[config.mk]
export PLATFORM = sky130hd
export DESIGN_NAME = rkey_expand
export DESIGN_NICKNAME = d
export VERILOG_FILES = /design/src/rtl/rkey_pkg.sv /design/src/rtl/rkey_rcon.sv /design/src/rtl/rkey_store.sv /design/src/rtl/rkey_expand.sv
export SDC_FILE = /design/constraint.sdc
export NUM_CORES = 2
export LEC_CHECK = 0
export ABC_AREA = 1
export BUFFER_PORTS_ARGS = -buffer_cell sky130_fd_sc_hd__buf_2
export CAP_MARGIN = 10
export CORE_AREA = 2 2 423 425
export DETAILED_ROUTE_END_ITERATION = 8
export DIE_AREA = 0 0 425 427
export PLACE_DENSITY = 0.82
export SYNTH_ARGS = -nofsm -noshare
export SYNTH_HDL_FRONTEND = slang
export SYNTH_SLANG_ARGS = --single-unit
[constraint.sdc]
create_clock -name clk_i -period 2.51 [get_ports clk_i]
set_input_delay 0.3765 -clock clk_i [delete_from_list [all_inputs] [get_ports clk_i]]
set_output_delay 0.3765 -clock clk_i [all_outputs]
set_load 0.02 [all_outputs]
[src/rtl/rkey_pkg.sv]
package rkey_pkg;
  localparam int unsigned KEY_W  = 256;
  localparam int unsigned BLK_W  = 128;
  localparam int unsigned WORD_W = 32;
  localparam int unsigned RK_N   = 15;
  localparam int unsigned IDX_W  = $clog2(RK_N + 1);

  typedef enum logic [1:0] {
    ST_IDLE  = 2'd0,
    ST_LOAD1 = 2'd1,
    ST_RUN   = 2'd2
  } rk_state_e;
endpackage

[src/rtl/rkey_rcon.sv]
module rkey_rcon (
  input  logic       clk_i,
  input  logic       rst_ni,
  input  logic       clr_i,
  input  logic       adv_i,
  output logic [7:0] rcon_o
);
  logic [7:0] rcon_q;

  always_ff @(posedge clk_i or negedge rst_ni) begin
    if (!rst_ni)    rcon_q <= 8'h01;
    else if (clr_i) rcon_q <= 8'h01;
    else if (adv_i) rcon_q <= {rcon_q[6:0], 1'b0} ^ (rcon_q[7] ? 8'h1b : 8'h00);
  end

  assign rcon_o = rcon_q;


  rcon_hold_chk: assert property (@(posedge clk_i) disable iff (!rst_ni)
    (!clr_i && !adv_i) |=> $stable(rcon_o));

  rcon_restart_chk: assert property (@(posedge clk_i) disable iff (!rst_ni)
    clr_i |=> (rcon_o == 8'h01));
endmodule

[src/rtl/rkey_store.sv]
module rkey_store #(
  parameter int unsigned DEPTH = 15,
  parameter int unsigned W     = 128,
  parameter int unsigned IW    = 4
) (
  input  logic          clk_i,
  input  logic          rst_ni,
  input  logic          wr_en_i,
  input  logic [IW-1:0] wr_idx_i,
  input  logic [W-1:0]  wr_data_i,
  input  logic [IW-1:0] rd_idx_i,
  output logic [W-1:0]  rd_data_o
);
  logic [W-1:0] mem_q [DEPTH];

  for (genvar g = 0; g < DEPTH; g++) begin : g_ent
    always_ff @(posedge clk_i or negedge rst_ni) begin
      if (!rst_ni)                                 mem_q[g] <= '0;
      else if (wr_en_i && wr_idx_i == IW'(g))      mem_q[g] <= wr_data_i;
    end
  end

  always_comb begin
    rd_data_o = '0;
    for (int i = 0; i < DEPTH; i++)
      if (rd_idx_i == IW'(i)) rd_data_o = mem_q[i];
  end


  wr_range_chk: assert property (@(posedge clk_i) disable iff (!rst_ni)
    wr_en_i |-> (int'(wr_idx_i) < DEPTH));
endmodule

[src/rtl/rkey_expand.sv]
module rkey_expand
  import rkey_pkg::*;
#(
  parameter int unsigned KW  = KEY_W,
  parameter int unsigned BW  = BLK_W,
  parameter int unsigned WW  = WORD_W,
  parameter int unsigned NRK = RK_N,
  parameter int unsigned IW  = IDX_W
) (
  input  logic          clk_i,
  input  logic          rst_ni,
  input  logic          init_i,
  input  logic [KW-1:0] key_i,
  input  logic          len256_i,
  input  logic [IW-1:0] rd_idx_i,
  output logic [BW-1:0] rd_key_o,
  output logic          ready_o,
  output logic          sbox_use_o,
  output logic [WW-1:0] sbox_word_o,
  input  logic [WW-1:0] sbox_word_i
);
  localparam int unsigned NWORD   = BW / WW;
  localparam int unsigned LAST128 = 10;
  localparam int unsigned LAST256 = NRK - 1;

  rk_state_e     state_q;
  logic [BW-1:0] prev_q, prev2_q, new_key;
  logic [IW-1:0] idx_q, last_idx;
  logic          is256_q, ready_q;
  logic          rot_step, rc_adv;
  logic [WW-1:0] last_w, tfm_w;
  logic [7:0]    rcon;
  logic          wr_en;
  logic [IW-1:0] wr_idx;
  logic [BW-1:0] wr_data;

  assign last_idx   = is256_q ? IW'(LAST256) : IW'(LAST128);
  assign rot_step   = !is256_q || !idx_q[0];
  assign last_w     = prev_q[WW-1:0];
  assign sbox_use_o = (state_q == ST_RUN);
  assign sbox_word_o = rot_step ? {last_w[WW-9:0], last_w[WW-1:WW-8]} : last_w;
  assign tfm_w      = sbox_word_i ^ (rot_step ? {rcon, {(WW-8){1'b0}}} : '0);
  assign rc_adv     = sbox_use_o && rot_step && !init_i;

  always_comb begin
    logic [BW-1:0] base;
    logic [WW-1:0] acc;
    base = is256_q ? prev2_q : prev_q;
    acc  = tfm_w;
    for (int j = 0; j < NWORD; j++) begin
      acc = acc ^ base[BW-1-WW*j -: WW];
      new_key[BW-1-WW*j -: WW] = acc;
    end
  end

  always_comb begin
    wr_en   = 1'b0;
    wr_idx  = idx_q;
    wr_data = new_key;
    if (init_i) begin
      wr_en   = 1'b1;
      wr_idx  = '0;
      wr_data = key_i[KW-1 -: BW];
    end else if (state_q == ST_LOAD1) begin
      wr_en   = 1'b1;
      wr_data = prev2_q;
    end else if (state_q == ST_RUN) begin
      wr_en   = 1'b1;
    end
  end

  always_ff @(posedge clk_i or negedge rst_ni) begin
    if (!rst_ni) begin
      state_q <= ST_IDLE;
      prev_q  <= '0;
      prev2_q <= '0;
      idx_q   <= '0;
      is256_q <= 1'b0;
      ready_q <= 1'b0;
    end else if (init_i) begin
      prev_q  <= key_i[KW-1 -: BW];
      prev2_q <= key_i[BW-1:0];
      is256_q <= len256_i;
      idx_q   <= IW'(1);
      ready_q <= 1'b0;
      state_q <= len256_i ? ST_LOAD1 : ST_RUN;
    end else begin
      case (state_q)
        ST_LOAD1: begin
          prev_q  <= prev2_q;
          prev2_q <= prev_q;
          idx_q   <= IW'(2);
          state_q <= ST_RUN;
        end
        ST_RUN: begin
          prev2_q <= prev_q;
          prev_q  <= new_key;
          if (idx_q == last_idx) begin
            state_q <= ST_IDLE;
            ready_q <= 1'b1;
          end else begin
            idx_q <= idx_q + IW'(1);
          end
        end
        default: ;
      endcase
    end
  end

  assign ready_o = ready_q;

  rkey_rcon u_rcon (
    .clk_i  (clk_i),
    .rst_ni (rst_ni),
    .clr_i  (init_i),
    .adv_i  (rc_adv),
    .rcon_o (rcon)
  );

  rkey_store #(.DEPTH(NRK), .W(BW), .IW(IW)) u_store (
    .clk_i     (clk_i),
    .rst_ni    (rst_ni),
    .wr_en_i   (wr_en),
    .wr_idx_i  (wr_idx),
    .wr_data_i (wr_data),
    .rd_idx_i  (rd_idx_i),
    .rd_data_o (rd_key_o)
  );


  ready_busy_chk: assert property (@(posedge clk_i) disable iff (!rst_ni)
    sbox_use_o |-> !ready_o);

  ready_rise_chk: assert property (@(posedge clk_i) disable iff (!rst_ni)
    $rose(ready_o) |-> $past(sbox_use_o));

  init_drop_chk: assert property (@(posedge clk_i) disable iff (!rst_ni)
    init_i |=> !ready_o);

  load_no_sbox_chk: assert property (@(posedge clk_i) disable iff (!rst_ni)
    (init_i && len256_i) |=> !sbox_use_o);
endmodule

==> flow_summary.json, run 1 <==
{
  "yosysTopAreaCellShare": 0.520,
  "die_width_um": 425,
  "syn_area_per_cell_um2": 7.58,
  "post-place-cells": 16607,
  "syn_nets": 14206,
  "cts.sink_count": 2192,
  "h-tree-depth": 4,
  "worst-ep-kind": "top-level output",
  "error_line": "[ERROR GRT-0232] Routing congestion too high. Check the congestion heatmap in the GUI.",
  "cts_made_buffers": 216,
  "yosysUniqueCellTypes": 48,
  "synth.area.top_cells": "dfrtp_1 52%, nand2_1 21%, o21ai_0 4.7%",
  "synth_enable_flop_cells": 0,
  "track_usage": 0.550,
  "outcome": "aborted with a tool error",
  "fp.dieH_um": 427,
  "routabilityCongestion": 1.01,
  "synth_cells": 13906,
  "cts-root-buf": "clkbuf_16",
  "start_util": 0.595,
  "grt-worst-endpoint": "rd_key_o[86]",
  "async_flop_share": 1.00,
  "syn-cell-area_um2": 105000,
  "ys.flop_type": "dfrtp_1",
  "ys_seq_area_frac": 0.520,
  "ys_ff_latch": 2192,
  "gr-total-overflow": 16,
  "grt_max_degree": 160,
  "yosysWarnings": 0,
  "synth_top_cell_by_area": "dfrtp_1",
  "stop_stage": "5_1_grt",
  "rows": 155,
  "dp_hpwl_um": 261000,
  "io_pins": 458,
  "portBuffers": 457,
  "cts_buffer_depth": 3,
  "antenna_found_initial": 69
}
-- routing by layer --
| layer | GRT usage | overflow |
|---|---|---|
| met1 | 0.618 | 1 |
| met3 | 0.335 | 3 |
| met2 | 0.725 | 3 |
| met5 | 0.182 | 0 |
| met4 | 0.439 | 9 |
-- cell families after synthesis --
logic type | synth area share
AO/OA/AOI/OAI | 0.106
flip-flops | 0.520
XOR/XNOR | 0.00399
buffers and inverters | 0.0678
AND/OR/NAND/NOR | 0.302
adder cells (fa/ha/maj) | 0.000475
-- synth_stat cells, types with 53 or more instances --
cell type     n
a21oi_1     454
a31oi_1     165
buf_1        69
buf_2        54
buf_4        63
clkbuf_1    755
dfrtp_1    2191
inv_1       770
nand2_1    5818
nand3_1     723
nand4_1     356
nor2_1      853
o21ai_0     984
o21ai_1     148
o21ai_2      58
or2_2        53
-- through the flow --
stage	setup WS, ns	instance area [um2]	hold WS, ns
CTS	-0.480	132000	0.00225
detailed placement	-0.439	117000	0.346
global placement	-0.427	117000	0.342
floorplan	0.188	105000	0.0809
-- what timing repair did --
item,in CTS
setup buffers,150
cloned,32
hold buffers,248
endpoints found under the hold margin,1011
endpoints found under the setup margin,503
pin swaps,213
resized for setup,829
==> run 2, diff against run 1 <==
- CORE_AREA: 2 2 423 425 -> 2 2 517 519
- DIE_AREA: 0 0 425 427 -> 0 0 519 521
- PLACE_DENSITY: 0.82 -> not set
- PLACE_DENSITY_LB_ADDON: not set -> 0.15
==> flow_summary.json, run 2 <==
{
  "dp_hpwl_um": 302000,
  "io_pins": 458,
  "p_total_mw": 144,
  "mostFrequentLayoutCells": "5600 x nand2_1, 2189 x dfrtp_1, 912 x o21ai_0",
  "peakVddDrop_mv": 1.13,
  "h-tree-depth": 4,
  "syn_area_per_cell_um2": 7.58,
  "rsz0062_at_grt": "true",
  "cts-root-buf": "clkbuf_16",
  "top_register": "u_store.mem_q",
  "yosysUniqueCellTypes": 48,
  "holdWs_ns": 0.0402,
  "wire_per_inst_um": 24.0,
  "rr_startpoint": "is256_q$_DFFE_PN0P_",
  "routabilityCongestion": 0.966,
  "synth.area.top_cells": "dfrtp_1 52%, nand2_1 21%, o21ai_0 4.7%",
  "async_flop_share": 1.00,
  "ys_seq_area_frac": 0.520,
  "grt_pass1_vias": 96909,
  "layout_commonest_cell": "nand2_1",
  "largest_reg_flops": 1920,
  "antenna_left": 0,
  "cts_buffer_depth": 3,
  "drt_wl_total_um": 449000,
  "syn_to_final_growth_pct": 31.3,
  "p_leak_nw": 68.4,
  "start_util": 0.399,
  "post-place-cells": 17813,
  "tritoncts": "built",
  "rows": 189,
  "critPathLaunchType": "register",
  "core_area_um2": 264000,
  "yosysTopAreaCellShare": 0.520,
  "crit_type": "reg2out",
  "required_ns": 2.13,
  "synth_cells": 13906,
  "grt_max_degree": 103,
  "synth_top_cell_by_area": "dfrtp_1",
  "critical_path_arrival_ns": 2.67,
  "fp.dieH_um": 521,
  "yosysWarnings": 0,
  "die_width_um": 519,
  "post-route-min-period_ns": 3.05,
  "syn-cell-area_um2": 105000,
  "min_path_type": "in2async",
  "first_pass_iters": 6,
  "hold_viol": 0,
  "endpoint_kind": "output port",
  "drc": 0,
  "slew_headroom": 0.474,
  "maxCapViolCount": 0,
  "yosys.cell_count.top_type": "nand2_1",
  "antenna_found_initial": 29,
  "post-route-util": 0.524,
  "cts_made_buffers": 239,
  "drive_gt1_frac": 0.192,
  "clock.fmax_mhz": 328,
  "setup_tns_ns": -104.64,
  "r2r-end": "u_store.mem_q[1200]$_DFFE_PN0P_",
  "fin_skew_ns": 0.0755,
  "fin_crit_sh": 1.22,
  "cp-startpoint": "u_store.mem_q[1655]$_DFFE_PN0P_",
  "path_max_fanout": 2,
  "fillers": 25243,
  "slew_violations": 0,
  "portBuffers": 457,
  "track_usage": 0.325,
  "die_area_um2": 270000,
  "ys_ff_latch": 2192,
  "layout.cells.non_filler": 18753,
  "synth_enable_flop_cells": 0,
  "vias": 101726,
  "via_per_inst": 5.42,
  "outcome": "finished with violations",
  "fin_ws_ns": -0.541,
  "crit_end": "rd_key_o[119]",
  "final_area_um2": 138000,
  "ys.flop_type": "dfrtp_1",
  "power_density_nw_per_um2": 1040,
  "grt_pass1_wl_um": 658000,
  "drt_iter0_drc": 10840,
  "clk_latency_ns": 0.95,
  "cts.sink_count": 2192,
  "final_nets": 15303,
  "gr-total-overflow": 0,
  "worst-r2r-cell-count": 15,
  "syn_nets": 14206,
  "setup_violations": 1056,
  "top_regs": "u_store.mem_q x1920, prev2_q x128, prev_q x128",
  "place_ws_ns": -0.620,
  "dpl-instance-area_um2": 120000,
  "rrSetupSlack_ns": -0.19,
  "cts.clk_slew.worst_paths_ns": 0.06,
  "ys_top_cells_by_count": "5818 x nand2_1, 2191 x dfrtp_1, 984 x o21ai_0",
  "violations": "negative setup slack",
  "tightestPinTransition_ns": 0.788
}
## run 2: cell counts after synthesis
Identical to the previous run, type by type.
## run 2: kinds of logic after synthesis
kind of cell / synth area share
AO/OA/AOI/OAI: 0.106
XOR/XNOR: 0.00399
AND/OR/NAND/NOR: 0.302
buffers and inverters: 0.0678
flip-flops: 0.520
adder cells (fa/ha/maj): 0.000475
## run 2: worst min path at each step
stage,from,endpoint,slack [ns],cells past startpoint
global placement,rst_ni,u_store.mem_q[622]$_DFFE_PN0P_,0.34,1
CTS,key_i[205],prev_q[77]$_DFFE_PN0P_,0.001,5
floorplan,rst_ni,idx_q[0]$_DFFE_PN0P_,0.08,0
detailed placement,rst_ni,u_store.mem_q[622]$_DFFE_PN0P_,0.33,1
global route,rst_ni,u_store.mem_q[626]$_DFFE_PN0P_,0.05,2
finish,rst_ni,u_store.mem_q[1002]$_DFFE_PN0P_,0.04,2
## run 2: where the power goes
part | leakage [nW] | internal, mW | switching, mW
clock | 4.10 | 21.5 | 15.8
sequential | 28.5 | 45.7 | 5.66
combinational | 35.8 | 20.2 | 35.1
## run 2: area by class of cell
type,count,area (um2),share of cell area
inverter,794,3100,0.0224
tap,3533,4420,0.0319
clock buffer,358,7150,0.0516
clock inverter,83,1190,0.00858
sequential,2192,54900,0.396
antenna,17,42.5,0.000307
multi-input combinational,9939,47500,0.343
timing repair inverter,2,13.8,0.0000994
timing repair buffer,1835,20100,0.145
## run 2: routing by layer
metal / track usage / up-vias / share of wire
met5: 0 / - / 0.00026
met4: 0.151 / 16 / 0.055
met3: 0.0594 / 897 / 0.086
met2: 0.492 / 4454 / 0.43
met1: 0.453 / 49713 / 0.43
li1: - / 46646 / -
## run 2: worst max-delay path, cell delays in order (launching register included)
cell	delay, ns
dfrtp_1	0.38
nand3_1	0.10
nand3_2	0.12
nor2_2	0.13
nand4_1	0.18
nor2_2	0.16
nand4_1	0.11
nor2_2	0.18
nand4_1	0.20
buf_6	0.19
## run 2: repair_timing
item,CTS,global route
endpoints found under the hold margin,1005,0
endpoints found under the setup margin,461,1763
cloned,37,8
hold buffers,268,0
pin swaps,260,345
gates resized for setup,847,434
setup buffers,120,59
No activity file was read; power rests on OpenSTA's default activity.
